## src/rtl/lowhalf_guard.sv

```systemverilog
module lowhalf_guard #(
  parameter int         AW        = 8,
  parameter logic [3:0] MEM_TYPE  = 4'b1010,
  parameter logic [3:0] PROT_TYPE = 4'b0110,
  parameter logic [2:0] SETR_SEL  = 3'b001,
  parameter logic [2:0] CLR_SEL   = 3'b011
) (
  input  logic          clk,
  input  logic          rst_n,
  input  logic          phase_vld,
  input  logic [1:0]    phase,
  input  logic [3:0]    dev_type,
  input  logic [2:0]    dev_addr,
  input  logic          rw_bit,
  input  logic [2:0]    pin_addr,
  input  logic          a0_hv,
  input  logic [AW-1:0] word_addr,
  input  logic          wp_pin,
  input  logic          cycle_done,
  input  logic          cycle_abort,
  output logic          ack_en,
  output logic          write_ok,
  output logic [1:0]    prot_state
);
  localparam logic [1:0] PH_CMD = 2'd0, PH_ADR = 2'd1, PH_DAT = 2'd2;
  localparam logic [1:0] ST_OPEN = 2'd0, ST_REV = 2'd1, ST_PERM = 2'd2;
  localparam logic [1:0] K_NONE = 2'd0, K_SETR = 2'd1, K_CLR = 2'd2, K_PERM = 2'd3;

  logic [1:0] kind, pend;
  logic       is_mem, refused, locked_low;

  assign is_mem     = (dev_type == MEM_TYPE) && (dev_addr == pin_addr);
  assign locked_low = (prot_state != ST_OPEN) && !word_addr[AW-1];
  assign refused    = (prot_state == ST_PERM) ||
                      (prot_state == ST_REV && kind == K_SETR);

  always_comb begin
    kind = K_NONE;
    if (dev_type == PROT_TYPE) begin
      if (a0_hv) begin
        if (dev_addr == SETR_SEL)     kind = K_SETR;
        else if (dev_addr == CLR_SEL) kind = K_CLR;
      end else if (dev_addr == pin_addr) begin
        kind = K_PERM;
      end
    end
  end

  always_comb begin
    ack_en   = 1'b0;
    write_ok = 1'b0;
    if (is_mem) begin
      if (rw_bit) ack_en = (phase == PH_CMD);
      else if (phase == PH_CMD || phase == PH_ADR) ack_en = 1'b1;
      else if (phase == PH_DAT) begin
        write_ok = !wp_pin && !locked_low;
        ack_en   = write_ok;
      end
    end else if (kind != K_NONE && !refused) begin
      if (rw_bit) ack_en = (phase == PH_CMD);
      else if (phase == PH_CMD || phase == PH_ADR) ack_en = 1'b1;
      else if (phase == PH_DAT) begin
        write_ok = !wp_pin;
        ack_en   = write_ok;
      end
    end
  end

  always_ff @(posedge clk or negedge rst_n) begin
    if (!rst_n) begin
      prot_state <= ST_OPEN;
      pend       <= K_NONE;
    end else begin
      if (cycle_done || cycle_abort || (phase_vld && phase == PH_CMD))
        pend <= K_NONE;
      else if (phase_vld && phase == PH_DAT && write_ok && kind != K_NONE)
        pend <= kind;
      if (cycle_done && !cycle_abort && prot_state != ST_PERM) begin
        case (pend)
          K_SETR:  if (prot_state == ST_OPEN) prot_state <= ST_REV;
          K_CLR:   if (prot_state == ST_REV)  prot_state <= ST_OPEN;
          K_PERM:  prot_state <= ST_PERM;
          default: ;
        endcase
      end
    end
  end


  state_enc_chk: assert property (@(posedge clk) disable iff (!rst_n)
    $onehot0(prot_state));

  perm_sticky_chk: assert property (@(posedge clk) disable iff (!rst_n)
    prot_state == ST_PERM |=> prot_state == ST_PERM);

  commit_only_chk: assert property (@(posedge clk) disable iff (!rst_n)
    !cycle_done |=> $stable(prot_state));

  wp_block_chk: assert property (@(posedge clk) disable iff (!rst_n)
    wp_pin |-> !write_ok);

  read_nowrite_chk: assert property (@(posedge clk) disable iff (!rst_n)
    rw_bit |-> !write_ok);

  perm_nack_chk: assert property (@(posedge clk) disable iff (!rst_n)
    (prot_state == ST_PERM && kind != K_NONE) |-> !ack_en);

  write_ack_chk: assert property (@(posedge clk) disable iff (!rst_n)
    write_ok |-> (ack_en && phase == PH_DAT));
endmodule

```

## config.mk

```make
export PLATFORM = sky130hd
export DESIGN_NAME = lowhalf_guard
export DESIGN_NICKNAME = d
export VERILOG_FILES = /design/src/rtl/lowhalf_guard.sv
export SDC_FILE = /design/constraint.sdc
export NUM_CORES = 1
export LEC_CHECK = 0
export ABC_AREA = 1
export CAP_MARGIN = 0
export CORE_AREA = 2 2 41 43
export DETAILED_ROUTE_END_ITERATION = 7
export DIE_AREA = 0 0 43 45
export PLACE_DENSITY = 0.74
export SETUP_SLACK_MARGIN = 0.4
export SLEW_MARGIN = 20
export SYNTH_ARGS = -nofsm -noshare
export SYNTH_HDL_FRONTEND = slang
export SYNTH_SLANG_ARGS = --single-unit
```

## constraint.sdc

```tcl
create_clock -name clk -period 1.4 [get_ports clk]
set_clock_uncertainty 0.1 [all_clocks]
set_input_delay 0.14 -clock clk [delete_from_list [all_inputs] [get_ports clk]]
set_output_delay 0.14 -clock clk [all_outputs]
set_load 0.02 [all_outputs]
```

==> flow_summary.ini, run 1 <==
[status]
status = finished, violations left
violations_in_the_final_reports = setup timing

[timing]
tns_ps = -826.4
timing.final.ws_setup_ps = -195.7
timing_hold_violations_final = 0
min_period_ps = 1596
tightest_slew_ps = 245.8
timing.final.setup_violations = 6
max_freq_mhz = 626.7
post-route-period-util_pct = 114.0
maxSlewHeadroom_pct = 83.51
count_of_final_max_slew_check_failures = 0
rsz_0062_raised_after_global_routing = yes

[global_routing]
grt_start_max_net_pins = 5
global_route_wire_length_before_repair_mm = 2.525
track_usage_pct = 17.00
via_count_of_the_first_global_routing_pass = 671
globalRoute.totalOverflow = 0
grt_antenna_before_repair = 0

[worst_setup_path]
r2r_setup_slack_ps = -130
worst-r2r-cell-count = 9
timing.rr.start = prot_state[1]
crit_path_max_fanout = 4
critical_path.endpoint_type = primary output
timing.critical_path.from_type = register
timing.critical_path.required_ps = 1160
worst-setup-path-type = register to primary output
timing.rr.end = prot_state[0]
worst-endpoint-arrival_ps = 1360

[synthesis]
synth-edff-count = 0
yosysSeqAreaShare_pct = 20.30
ys_async_sr_fraction_pct = 100.0
synth.lib_cells_used.distinct = 24
synthesis.yosys.warnings = 0
synth.top_cells.by_area = dfrtp_1, nand2_1, inv_1
yosys-mux-area-fraction_pct = 0
synth-seq-cells = 4
synth_fa_ha_area_share_pct = 0
mappedNetlistArea_um2 = 493.0
synthDominantAreaCellType = dfrtp_1
yosys.area_share.xor_xnor_pct = 1.777
mean_instance_size_in_the_synthesized_netlist_um2 = 6.402
yosys.area.top_type_share_pct = 20.30
synth-compound-area-share_pct = 17.51
yosys_most_used_dff = dfrtp_1
post_synth_inst_count = 77
post_synth_and_or_nand_nor_area_fraction_pct = 47.46
combinational_family_with_the_most_area_after_synthesis = simple AND/OR/NAND/NOR gates
synth_nets = 105

[routing]
met3_wirelength_um = 80
drt-initial-drc-count = 4
final_wirelength_mm = 1.525
drc_violations = 0
drt.antenna.violating_nets = 0
top_layer_used = met3
via_count = 683
viasPerCell = 4.776
routed_wl_met2_um = 833
met1_wire_length_um = 611
detailedRoute.firstPassIterationCount = 4
wl_per_cell_um = 10.66

[run]
timing.max_cap.violations = 0

[cts]
htree_num_levels = 1
clkSinkCount = 4
insertion_delay_ps = 240
tritoncts.num_buffers = 3
tritoncts_clock_tree = built
library_cell_used_as_clock_root_buffer = clkbuf_4
clk_pin_slew_worst_paths_ps = 50
clk_path_buf_depth = 2

[finish]
area_growth_syn_to_layout_pct = 110.7
layout.nets = 156
postLayoutCoreUtil_pct = 70.58
num_antenna_cells = 0
layout-drive-gt1-share_pct = 55.12

[power_and_ir_drop]
static-leakage-power_uw = 0.0005119
vdd.ir_drop.worst_uv = 614.8
powerDensity_mw_per_mm2 = 401.9
total_power_uw = 417.4

[floorplan]
start_util_pct = 33.50
floorplan.die.width_um = 43
core_area_mm2 = 0.001471
fp.dieArea_mm2 = 0.001935
die_height_um = 45
num_rows = 14
ioPinCount = 32

[placement]
post-place-ws_ps = -858.9
io_buffer_count = 24
dp_hpwl_mm = 1.130
gpl.final_weighted_congestion = 0.7762

[hold_path]
min_to = pend[0]
worstHoldPathCells = 2
hold_path_class = register to register
hold_path.startpoint = pend[0]
## flip-flops by register name, summed over array words and instances (netlist names)
register,flops
pend,2
prot_state,2
## metal layers
layer  GRT usage, %  vias up
met5              0        -
met4              0        0
met3          6.800        0
met2          33.94       16
met1          17.89      316
li1               -      351
## power by group
group	switching, uW	internal (uW)
registers	0.0000302	116
logic	63.8	76.4
clock network	53.8	107
total	118	300
## cell usage in the layout (no fill, tap or decap), drive strengths merged
cell,n
a211oi,2
a21oi,5
buf,25
clkbuf,6
clkdlybuf4s15,1
clkdlybuf4s50,8
dfrtp,4
dlygate4sd2,8
dlygate4sd3,1
dlymetal6s2s,1
inv,17
nand2,20
nand3,8
nand3b,3
nand4,3
nor2,9
nor3,1
o21a,1
o21ai,1
o21bai,1
o22ai,1
xnor2,1
## worst max path at each step
stage | slack (ps) | depth (start not counted) | startpoint | end
after global placement | -820 | 9 | dev_addr[0] | ack_en
after floorplan | 70 | 10 | prot_state[0] | pend[0]
final | -200 | 8 | prot_state[0] | ack_en
after global routing | -280 | 8 | wp_pin | ack_en
after detailed placement | -860 | 9 | dev_addr[0] | ack_en
after CTS | -200 | 6 | prot_state[0] | ack_en
## Yosys cell counts (2+ instances only)
cell type and count:
a21oi_1 3, dfrtp_1 4, inv_1 11, inv_2 6
nand2_1 16, nand2_2 3, nand3_1 7, nand3b_1 2
nand4_1 2, nor2_1 9
## stage by stage
| stage | hold WS [ps] | area [um^2] | std cells |
|---|---|---|---|
| final | 387.2 | 1039 | 143 |
| after global placement | 249.7 | 879.6 | 132 |
| after global routing | 444.4 | 1039 | 143 |
| after detailed placement | 261.7 | 879.6 | 132 |
| after CTS | 406.9 | 1007 | 140 |
| after floorplan | -255.6 | 506.7 | 77 |
## layout make-up
type | instances | area [um^2]
Tap cell | 16 | 20.02
Multi-Input combinational cell | 56 | 419.2
Sequential cell | 4 | 102.6
Timing Repair Buffer | 46 | 406.6
Fill cell | 119 | 432.9
Inverter | 17 | 63.81
Clock buffer | 4 | 26.28
## kinds of logic (layout without fill, tap and decap cells)
| family | Yosys count | in the layout |
|---|---|---|
| XOR/XNOR | 1 | 1 |
| AO/OA/AOI/OAI | 11 | 11 |
| AND/OR/NAND/NOR | 44 | 44 |
| buffers and inverters | 17 | 67 |
| flip-flops | 4 | 4 |
## critical path: stages (launching register included)
cell and delay, ps:
dfrtp_2 430, inv_2 80, nor2_4 40, inv_2 50, nand3_2 60, nand2_2 90
nand3_2 80, a21oi_4 150, buf_6 120
## timing repair
item | in CTS | in global routing
hold buffers | 1 | 0
setup buffers | 3 | 3
endpoints found under the setup margin | 8 | 8
pin swaps | 13 | 5
endpoints found under the hold margin | 2 | 0
gates resized for setup | 61 | 8
(Power assumes the default switching activity.)
==> run 2: changes to the inputs <==
--- a/config.mk
+++ b/config.mk
@@ -16,3 +16,4 @@
 export SYNTH_ARGS = -nofsm -noshare
 export SYNTH_HDL_FRONTEND = slang
 export SYNTH_SLANG_ARGS = --single-unit
+export TNS_END_PERCENT = 1
==> run 2 against run 1 <==
Net effect:
- the run still ends with setup timing left
- utilization decreased by 2.8 points
- register-to-register slack lost 50 ps
- wire length shrank 12%
- critical path depth fell by 1
- first-iteration DRC count stayed put
- setup slack improved by 15 ps
- global-route usage is 1.3 points lower
- design area down 4.0%
- critical endpoint is now write_ok
- largest power group unchanged
==> flow_summary.ini, run 2 (synthesis results as in run 1) <==
[finish]
layout-drive-gt1-share_pct = 46.72
seqCellArea_um2 = 102.6
filler_cells = 132
postLayoutCoreUtil_pct = 67.77
layout.nets = 151
biggestRegsByFlops = pend: 2 flops, prot_state: 2 flops
layout.cell_area.non_filler_um2 = 997.2
area_growth_syn_to_layout_pct = 102.3
most-common-layout-cells = nand2_1, buf_4, dlygate4sd2_1
footprint_of_the_multi_input_gates_um2 = 409.1
num_antenna_cells = 0

[timing]
min_period_ps = 1580
tightest_slew_ps = 247.2
rsz_0062_raised_after_global_routing = yes
tns_ps = -864.8
max_freq_mhz = 632.8
timing.final.ws_setup_ps = -180.2
count_of_final_max_slew_check_failures = 0
timing.final.setup_violations = 6
maxSlewHeadroom_pct = 83.42
post-route-period-util_pct = 112.9
timing_hold_violations_final = 0

[global_routing]
grt_start_max_net_pins = 5
track_usage_pct = 15.73
globalRoute.totalOverflow = 0
global_route_wire_length_before_repair_mm = 2.304
via_count_of_the_first_global_routing_pass = 596
grt_antenna_before_repair = 0

[status]
violations_in_the_final_reports = setup timing
status = finished, violations left

[worst_setup_path]
worst-endpoint-arrival_ps = 1340
slowest_stage = dfrtp_2
cp_slowest_stage_delay_ps = 420
crit_path_max_fanout = 4
timing.critical_path.from_type = register
critPathMostFrequentCell = buf_4
worst-setup-path-type = register to primary output
critical_path.endpoint_type = primary output
timing.critical_path.required_ps = 1160
path_cells = buf_4 > nor2_4 > inv_2 > buf_4 > nand3_2 > nand2_4 > buf_6

[run]
timing.max_cap.violations = 0

[placement]
gpl.final_weighted_congestion = 0.7844
post_dp_cell_area_um2 = 872.1
io_buffer_count = 24
dp_hpwl_mm = 1.061

[routing]
detailedRoute.firstPassIterationCount = 4
via_count = 645
drc_violations = 0
drt.antenna.violating_nets = 0
final_wirelength_mm = 1.344
wl_per_cell_um = 9.739
drt-initial-drc-count = 4
viasPerCell = 4.674

[power_and_ir_drop]
static-leakage-power_uw = 0.0004953
powerDensity_mw_per_mm2 = 413.3
vdd.ir_drop.worst_uv = 655.9

[floorplan]
num_rows = 14
core_area_mm2 = 0.001471
die_height_um = 45
floorplan.die.width_um = 43
start_util_pct = 33.50
fp.dieArea_mm2 = 0.001935
ioPinCount = 32

[cts]
insertion_delay_ps = 250
clk_pin_slew_worst_paths_ps = 50
tritoncts_clock_tree = built
htree_num_levels = 1
clk_path_buf_depth = 2
library_cell_used_as_clock_root_buffer = clkbuf_4
tritoncts.num_buffers = 3
clkSinkCount = 4

[hold_path]
hold_path_class = input port to register
run 2: changes by cell type in the layout (fill, tap and decap cells not counted), moves of 2 or more:
cell / change
buf_4: -4
clkbuf_2: -2
inv_1: +2
buf_6: -2
nand2_1: +3
dlygate4sd2_1: +3
inv_2: -3
nand2_2: -3
run 2: critical path, delay by kind of cell, from the launching register on:
kind | cells | cell delay (ps)
buffers and inverters | 4 | 460
DFF | 1 | 420
and+or+nand+nor | 3 | 200
run 2: path summary, 6_finish.rpt:
kind / startpoint / endpoint / slack [ps] / cells past startpoint
worst min-delay path: phase[0] / pend[1] / 400 / 6
max in group asynchronous: rst_n / pend[0] / 470 / 2
worst max register to register: prot_state[1] / prot_state[0] / -180 / 9
worst max-delay path: prot_state[0] / write_ok / -180 / 7
min in group asynchronous: rst_n / prot_state[0] / 550 / 2
worst min register to register: pend[0] / pend[0] / 450 / 2
run 2: per-layer routing:
metal / global-route usage [%] / share of wire [%] / wire [um]
met1: 18.58 / 43 / 575
met4: 3.636 / 1.4 / 19
met5: 0 / 0 / 0
met2: 27.58 / 50 / 677
met3: 5.600 / 5.4 / 72
run 2: layout make-up:
cell class,count,area share [%]
Multi-Input combinational cell,56,41.03
Timing Repair Buffer,41,37.39
Sequential cell,4,10.29
Inverter,17,6.650
Clock buffer,4,2.635
Tap cell,16,2.008
run 2: timing repair:
action,in CTS,in global routing
hold endpoints to repair,4,0
endpoints found under the setup margin,8,8
hold buffers,1,0
gates resized for setup,35,19
pin swaps,11,10
setup buffers,1,1
run 2: power by group:
group          internal, uW  switching (uW)
Combinational          72.9            58.0
Clock                   107            57.6
Sequential              116       0.0000305
run 2: through the flow:
step | hold WS, ps | total power (uW) | instances | worst slack, ps
2_1_floorplan | -255.6 | 158.4 | 77 | 70.32
3_3_place_gp | 246.2 | 238.9 | 131 | -824.5
3_5_place_dp | 253.2 | 241.6 | 131 | -842.2
4_1_cts | 426.0 | 416.7 | 137 | -213.4
5_1_grt | 465.9 | 449.0 | 138 | -257.8
6_report | 403.3 | 412.1 | 138 | -180.2
==> run 3: changes to the inputs <==
--- a/config.mk
+++ b/config.mk
@@ -10,6 +10,7 @@
 export CORE_AREA = 2 2 41 43
 export DETAILED_ROUTE_END_ITERATION = 7
 export DIE_AREA = 0 0 43 45
+export MAX_ROUTING_LAYER = met4
 export PLACE_DENSITY = 0.74
 export SETUP_SLACK_MARGIN = 0.4
 export SLEW_MARGIN = 20
==> run 3 against run 2 <==
Net effect:
- the run still ends with setup timing left
- worst hold slack stayed put
- flip-flop and latch count is the same
- cell count did not move
- critical path type unchanged
- die area unchanged
- largest cell class unchanged
- clock power about the same
- sequential power hardly changed
- via count grew 0.31%
- non-clock buffer count unchanged
- critical path depth stayed put
==> flow_summary.ini, run 3 (synthesis results as in run 1) <==
[global_routing]
global_route_wire_length_before_repair_mm = 2.304
grt_antenna_before_repair = 0
globalRoute.totalOverflow = 0
via_count_of_the_first_global_routing_pass = 595
track_usage_pct = 16.20
grt_start_max_net_pins = 5

[status]
status = finished, violations left
violations_in_the_final_reports = setup timing

[worst_setup_path]
timing.critical_path.required_ps = 1160
worst-setup-path-type = register to primary output
r2r_setup_slack_ps = -180
critical_path.endpoint_type = primary output
timing.rr.start = prot_state[1]
crit_path_max_fanout = 4
worst-r2r-cell-count = 9
timing.critical_path.from_type = register
timing.rr.end = prot_state[0]
worst-endpoint-arrival_ps = 1340

[finish]
filler_cells = 132
seqCellArea_um2 = 102.6
layout.cell_area.non_filler_um2 = 997.2
area_growth_syn_to_layout_pct = 102.3
most-common-layout-cells = nand2_1, buf_4, dlygate4sd2_1
biggestRegsByFlops = pend: 2 flops, prot_state: 2 flops
layout-drive-gt1-share_pct = 46.72
layout.nets = 151
footprint_of_the_multi_input_gates_um2 = 409.1
num_antenna_cells = 0
postLayoutCoreUtil_pct = 67.77

[timing]
tightest_slew_ps = 247.2
count_of_final_max_slew_check_failures = 0
timing.final.ws_setup_ps = -180.2
timing_hold_violations_final = 0
max_freq_mhz = 632.8
post-route-period-util_pct = 112.9
rsz_0062_raised_after_global_routing = yes
maxSlewHeadroom_pct = 83.42
final.hold.worst_slack_ps = 403.3
min_period_ps = 1580
timing.final.setup_violations = 6

[routing]
top_layer_used = met4
wl_per_cell_um = 9.732
routed_wl_met2_um = 679
viasPerCell = 4.688
met3_wirelength_um = 72
detailedRoute.firstPassIterationCount = 4
met1_wire_length_um = 571
final_wirelength_mm = 1.343
drc_violations = 0
drt-initial-drc-count = 4
drt.antenna.violating_nets = 0
via_count = 647

[placement]
post_dp_cell_area_um2 = 872.1
gpl.final_weighted_congestion = 0.7953
post-place-ws_ps = -842.2
io_buffer_count = 24
dp_hpwl_mm = 1.061

[hold_path]
hold_path.startpoint = phase[0]
min_to = pend[1]
worstHoldPathCells = 6
hold_path_class = input port to register

[floorplan]
ioPinCount = 32
core_area_mm2 = 0.001471
start_util_pct = 33.50
die_height_um = 45
floorplan.die.width_um = 43
num_rows = 14
fp.dieArea_mm2 = 0.001935

[power_and_ir_drop]
vdd.ir_drop.worst_uv = 655.9
power_report.internal_total_uw = 296.6
power.clock.fraction_pct = 40.0
power.switching_fraction_pct = 28.06
seq_power_share_pct = 28.2
static-leakage-power_uw = 0.0004953
switching_power_uw = 115.7
powerDensity_mw_per_mm2 = 413.4
comb_power_share_pct = 31.8

[cts]
clk_pin_slew_worst_paths_ps = 50
htree_num_levels = 1
clk_path_buf_depth = 2
insertion_delay_ps = 250
clkSinkCount = 4
tritoncts_clock_tree = built
tritoncts.num_buffers = 3
library_cell_used_as_clock_root_buffer = clkbuf_4

[run]
timing.max_cap.violations = 0
## run 3: cell counts in the layout (fill, tap and decap cells not counted)
No cell type changed its count.
## run 3: worst max path at each step
| stage | from | endpoint | slack, ps | depth (start not counted) |
|---|---|---|---|---|
| after global routing | prot_state[1] | write_ok | -260 | 8 |
| after detailed placement | dev_addr[0] | ack_en | -840 | 9 |
| after floorplan | prot_state[0] | pend[0] | 70 | 10 |
| after global placement | dev_addr[0] | ack_en | -820 | 9 |
| final | prot_state[0] | write_ok | -180 | 7 |
| after CTS | prot_state[0] | ack_en | -210 | 8 |
## run 3: cell type report
cell class | instances | area share [%]
Multi-Input combinational cell | 56 | 41.03
Timing Repair Buffer | 41 | 37.39
Sequential cell | 4 | 10.29
Inverter | 17 | 6.650
Clock buffer | 4 | 2.635
Tap cell | 16 | 2.008
## run 3: timing repair
action                     4_1_cts  5_1_grt
gates resized for setup         35       19
hold endpoints to repair         4        0
setup buffers                    1        1
pin swaps                       11       10
setup endpoints to repair        8        8
hold buffers                     1        0
## run 3: power by group through the flow
| stage | Sequential [uW] | Clock, uW | Combinational [uW] |
|---|---|---|---|
| after floorplan | 118 | 0 | 40.7 |
| after global placement | 118 | 0 | 121 |
| after detailed placement | 118 | 0 | 124 |
| after CTS | 116 | 175 | 126 |
| after global routing | 116 | 188 | 145 |
| final | 116 | 165 | 131 |
## run 3: per-layer routing
layer	up-vias	GRT usage [%]
li1	338	-
met1	291	18.58
met2	16	27.58
met3	2	5.600
met4	0	3.636
met5	-	-
## run 3: stage by stage
step	std cells	setup TNS, ps	total power (uW)
final	138	-864.0	412.3
after global routing	138	-1418	449.0
after CTS	137	-966.4	416.7
after detailed placement	131	-3068	241.6
after global placement	131	-2819	238.9
after floorplan	77	0	158.4
## run 3: worst max-delay path: stages, from the launching register on
cell	delay, ps
dfrtp_2	420
buf_4	150
nor2_4	70
inv_2	60
buf_4	130
nand3_2	80
nand2_4	50
buf_6	120
